==> config.mk <==
export PLATFORM = sky130hd
export DESIGN_NAME = mini_alu
export DESIGN_NICKNAME = d
export VERILOG_FILES = /design/src/rtl/alu_pkg.sv /design/src/rtl/alu_fa_cell.sv /design/src/rtl/alu_ripple_adder.sv /design/src/rtl/alu_ctrl.sv /design/src/rtl/alu_dpath.sv /design/src/rtl/mini_alu.sv
export SDC_FILE = /design/constraint.sdc
export NUM_CORES = 1
export LEC_CHECK = 0
export BUFFER_PORTS_ARGS = -buffer_cell sky130_fd_sc_hd__buf_2
export CAP_MARGIN = 20
export CORE_AREA = 2 2 39 41
export DETAILED_ROUTE_END_ITERATION = 16
export DIE_AREA = 0 0 41 43
export GPL_ROUTABILITY_DRIVEN = 0
export PLACE_DENSITY = 0.76
export SLEW_MARGIN = 40
export SYNTH_ARGS = -nofsm -noshare
export SYNTH_HDL_FRONTEND = slang
export SYNTH_SLANG_ARGS = --single-unit
==> constraint.sdc <==
create_clock -name vclk -period 2.8
set_input_delay 0.28 -clock vclk [all_inputs]
set_output_delay 0.28 -clock vclk [all_outputs]
set_load 0.02 [all_outputs]
==> src/rtl/alu_pkg.sv <==
package alu_pkg;
  localparam int FUNC_W = 3;

  typedef enum logic [FUNC_W-1:0] {
    FN_INCR   = 3'd0,
    FN_RIPPLE = 3'd1,
    FN_NATIVE = 3'd2,
    FN_SPLIT  = 3'd3,
    FN_ANYONE = 3'd4,
    FN_JOIN   = 3'd5
  } aluFunc_e;

  typedef struct packed {
    logic selIncr;
    logic selRipple;
    logic selNative;
    logic selSplit;
    logic selAnyOne;
    logic selJoin;
  } aluStrobe_t;
endpackage

==> src/rtl/alu_fa_cell.sv <==
module alu_fa_cell (
  input  logic a,
  input  logic b,
  input  logic ci,
  output logic s,
  output logic co
);
  logic halfX;
  assign halfX = a ^ b;
  assign s     = halfX ^ ci;
  assign co    = (a & b) | (ci & halfX);
endmodule

==> src/rtl/alu_ripple_adder.sv <==
module alu_ripple_adder #(
  parameter int OPW = 4
) (
  input  logic [OPW-1:0] addA,
  input  logic [OPW-1:0] addB,
  input  logic           carryIn,
  output logic [OPW-1:0] sumOut,
  output logic           carryOut
);
  logic [OPW:0] carryChain;
  assign carryChain[0] = carryIn;

  for (genvar i = 0; i < OPW; i++) begin : g_stage
    alu_fa_cell u_cell (
      .a  (addA[i]),
      .b  (addB[i]),
      .ci (carryChain[i]),
      .s  (sumOut[i]),
      .co (carryChain[i+1])
    );
  end

  assign carryOut = carryChain[OPW];

  // the chained cells must agree with a plain reference sum
  always_comb begin

    ripple_sum_chk: assert ({carryOut, sumOut} ==
                            ({1'b0, addA} + {1'b0, addB} + {{OPW{1'b0}}, carryIn}))
      else $error("ripple adder disagrees with reference sum");
  end
endmodule

==> src/rtl/alu_ctrl.sv <==
module alu_ctrl
  import alu_pkg::*;
(
  input  logic [FUNC_W-1:0] funcSel,
  output aluStrobe_t        strb
);
  always_comb begin
    strb = '0;
    case (funcSel)
      FN_INCR:   strb.selIncr   = 1'b1;
      FN_RIPPLE: strb.selRipple = 1'b1;
      FN_NATIVE: strb.selNative = 1'b1;
      FN_SPLIT:  strb.selSplit  = 1'b1;
      FN_ANYONE: strb.selAnyOne = 1'b1;
      FN_JOIN:   strb.selJoin   = 1'b1;
      default:   strb = '0;
    endcase
  end

  always_comb begin

    onehot_strb_chk: assert ($onehot0(strb))
      else $error("more than one function strobe active");

    unused_code_chk: assert (!(funcSel >= 3'd6) || (strb == '0))
      else $error("unassigned code raised a strobe");
  end
endmodule

==> src/rtl/alu_dpath.sv <==
module alu_dpath
  import alu_pkg::*;
#(
  parameter int OPW = 4,
  localparam int RESW = 2 * OPW
) (
  input  logic [OPW-1:0]  opA,
  input  logic [OPW-1:0]  opB,
  input  aluStrobe_t      strb,
  output logic [RESW-1:0] result
);
  localparam logic [OPW-1:0] ONE = {{(OPW-1){1'b0}}, 1'b1};

  logic [OPW-1:0]  addB;
  logic [OPW-1:0]  rippleSum;
  logic            rippleCarry;
  logic [OPW:0]    rippleFull;
  logic [OPW:0]    nativeFull;
  logic [RESW-1:0] arithWord;
  logic [RESW-1:0] nativeWord;
  logic [RESW-1:0] splitWord;
  logic [RESW-1:0] anyWord;
  logic [RESW-1:0] joinWord;

  // one shared adder: increment forces the second operand to one
  assign addB = strb.selIncr ? ONE : opB;

  alu_ripple_adder #(.OPW(OPW)) u_ripple (
    .addA     (opA),
    .addB     (addB),
    .carryIn  (1'b0),
    .sumOut   (rippleSum),
    .carryOut (rippleCarry)
  );

  assign rippleFull = {rippleCarry, rippleSum};
  assign nativeFull = {1'b0, opA} + {1'b0, opB};

  assign arithWord  = {{(RESW-OPW-1){1'b0}}, rippleFull};
  assign nativeWord = {{(RESW-OPW-1){1'b0}}, nativeFull};
  assign splitWord  = {opA | opB, opA ^ opB};
  assign anyWord    = {{(RESW-1){1'b0}}, |{opA, opB}};
  assign joinWord   = {opA, opB};

  always_comb begin
    result = '0;
    if (strb.selIncr || strb.selRipple) result = arithWord;
    if (strb.selNative)                 result = nativeWord;
    if (strb.selSplit)                  result = splitWord;
    if (strb.selAnyOne)                 result = anyWord;
    if (strb.selJoin)                   result = joinWord;
  end

  always_comb begin

    sum_paths_chk: assert (!strb.selRipple || (rippleFull == nativeFull))
      else $error("ripple and native sums differ");

    arith_top_zero_chk: assert (!(strb.selIncr || strb.selRipple || strb.selNative)
                                || (result[RESW-1:OPW+1] == '0))
      else $error("arithmetic result upper bits not zero");

    idle_zero_chk: assert ((strb != '0) || (result == '0))
      else $error("no strobe but result nonzero");

    join_high_chk: assert (!strb.selJoin || (result[RESW-1:OPW] == opA))
      else $error("join high nibble is not opA");
  end
endmodule

==> src/rtl/mini_alu.sv <==
module mini_alu
  import alu_pkg::*;
#(
  parameter int OPW = 4,
  localparam int RESW = 2 * OPW
) (
  input  logic [OPW-1:0]    opA,
  input  logic [OPW-1:0]    opB,
  input  logic [FUNC_W-1:0] funcSel,
  output logic [RESW-1:0]   result
);
  aluStrobe_t strb;

  alu_ctrl u_ctrl (
    .funcSel (funcSel),
    .strb    (strb)
  );

  alu_dpath #(.OPW(OPW)) u_dpath (
    .opA    (opA),
    .opB    (opB),
    .strb   (strb),
    .result (result)
  );
endmodule

==> results.py <==
metrics = {
    "status": {
        "status": "complete, but fails checks",
        "violations_in_the_final_reports": "negative setup slack",
    },
    "yosys": {
        "synth.top_cells.by_area": "ha_1 21%, fa_1 15%, inv_1 8.5%",
        "synth_sequential_area_ratio_pct": 0,
        "post_synth_num_cell_types": 27,
        "netlist_instances": 72,
        "postSynthAreaPerCell_um2": 7.368,
        "mappedNetlistNets": 96,
        "post_synth_instance_area_um2": 530.5,
        "netlist_top_cells_count": "12 x inv_1, 9 x ha_1, 5 x a21oi_1, 5 x nand2_1",
        "synth_warnings": 0,
        "yosys.cell_count.top_type": "inv_1",
        "synthDominantCellAreaShare_pct": 21.23,
        "post-synth-top-area-cell": "ha_1",
    },
    "pwr": {
        "p_sw_uw": 72.87,
        "irDropWorstVdd_v": 0.00006295,
        "leakage_nw": 0.3635,
        "power.clock.fraction_pct": 0,
        "power.internal_uw": 55.93,
        "power_density_nw_per_um2": 188.5,
        "combPwrFrac_pct": 100.0,
        "power.sequential.fraction_pct": 0,
        "sw_frac_of_total_pct": 56.58,
    },
    "timing": {
        "timing.final.setup_violations": 1,
        "worst_slew_margin_rel_pct": 80.62,
        "finalCritPeriodShare_pct": 101.6,
        "post-route-min-period_ns": 2.844,
        "timing.hold.ws_ns": 0.9489,
        "actual_transition_at_the_worst_max_transition_pin_ns": 0.2907,
        "max_freq_ghz": 0.3516,
        "setup_ws_ns": -0.04418,
        "grt_setup_unrepaired": "yes",
        "timing_max_transition_violations_final": 0,
        "finalSetupTns_ns": -0.04418,
        "hold_viol_final": 0,
    },
    "drt": {
        "wire_per_inst_um": 12.93,
        "drt_pass1_iterations": 3,
        "wl_mm": 1.396,
        "total_via_count_after_detailed_routing": 579,
        "drtAntennaViolNets": 0,
        "routed_via_density": 5.361,
        "total_drc_errors_in_the_routed_layout": 0,
        "initialDrtViolationCount": 10,
    },
    "placement": {
        "place.detailed.hpwl_mm": 1.092,
        "placement_stage_worst_setup_slack_ns": -0.1867,
        "port_buffers": 19,
        "placed_area_um2": 660.6,
    },
    "flow_run": {
        "drv_cap": 0,
    },
    "cells_and_area": {
        "fill_cells": 142,
        "final-seq-area_um2": 0,
        "finalNetCount": 118,
        "n_clock_buffer": 0,
        "n_sequential_cell": 0,
        "syn2layout_area_growth_pct": 28.77,
        "num_antenna_cells": 0,
        "multi_input_comb_area_um2": 486.7,
        "layout-drive-gt1-share_pct": 33.70,
        "layout.cell_area.non_filler_um2": 683.2,
    },
    "floorplanning": {
        "die_outline_width_um": 41,
        "top_level_ports": 19,
        "chipHeight_um": 43,
        "fp.dieArea_um2": 1763,
        "core_area_um2": 1384,
        "initial_core_util_pct": 38.34,
        "core.rowCount": 14,
    },
    "global_routing": {
        "grt_start_max_net_pins": 14,
        "grt_pass1_vias": 567,
        "grtUsageTotal_pct": 17.72,
        "grt.overflow.total": 0,
        "grt_antenna_before_repair": 0,
        "grt_first_pass_wirelength_mm": 2.290,
    },
    "clock_tree": {
        "postCtsSetupRepairBufs": 0,
        "cts-hold-fix-buffers": 0,
    },
    "setup_path": {
        "crit_path_kind": "primary input to output pin",
        "critical_path.max_fanout": 2,
        "worstSetupStartpointType": "primary input",
        "cp_data_required_time_ns": 2.52,
        "worstSetupEndpointType": "output pin",
        "cp.arrival_ns": 2.56,
    },
    "min_path": {
        "hold_path_class": "primary input to output pin",
    },
}
final timing paths:
kind	startpoint	end	slack (ns)	depth (start not counted)
hold / removal	opB[0]	result[0]	0.95	3
setup / recovery	funcSel[2]	result[3]	-0.04	12
routing by layer:
layer / share of wire (%) / GRT usage [%] / vias to the layer above
met5: 0 / 0 / -
met4: 0 / 1.333 / 0
met3: 1.8 / 0 / 0
met2: 53 / 33.75 / 10
met1: 45 / 21.43 / 279
li1: - / - / 290
worst max-delay path, stage by stage:
cell and delay (ns):
buf_2 0.10, or3_4 0.38, nand2_2 0.07, ha_1 0.13, inv_1 0.05, fa_2 0.33
fa_2 0.34, inv_2 0.06, fa_1 0.41, a21oi_2 0.15, o22ai_2 0.10, buf_6 0.15
logic make-up after synthesis:
kind of cell	synth area share [%]
buf+inv	11.32
fa+ha+maj	36.32
simple gates	24.53
mux	4.009
xor+xnor	3.302
compound gates	20.52
layout by cell type (no fill, tap or decap), drive strengths merged, types with 3 or more instances in the layout:
| master | instances |
|---|---|
| buf | 23 |
| inv | 12 |
| ha | 9 |
| nand2 | 5 |
| a21oi | 5 |
| and2 | 4 |
| o22ai | 4 |
| o21ai | 4 |
| fa | 4 |
| nor2 | 3 |
final cells by class:
class              count  area share, %
inverters             12          6.593
well taps             16          2.930
multi-input cells     57          71.25
repair buffers        23          19.23
metrics by stage:
step	total power, mW	utilization [%]	instances
2_1_floorplan	0.07858	-	72
3_3_place_gp	0.1162	47.74	108
3_5_place_dp	0.1211	47.74	108
4_1_cts	0.1278	48.82	108
5_1_grt	0.1431	49.37	108
6_report	0.1288	49.37	108
power by group through the flow:
stage / clock network (mW) / registers, mW / logic (mW)
floorplan: 0 / 0 / 0.0786
global placement: 0 / 0 / 0.116
detailed placement: 0 / 0 / 0.121
CTS: 0 / 0 / 0.128
global route: 0 / 0 / 0.143
finish: 0 / 0 / 0.129
what timing repair did:
action,in CTS,in global routing
pin swaps,1,1
resized for setup,6,2
setup endpoints to repair,1,1
hold endpoints to repair,0,0
Power figures use the tool's default switching activity.
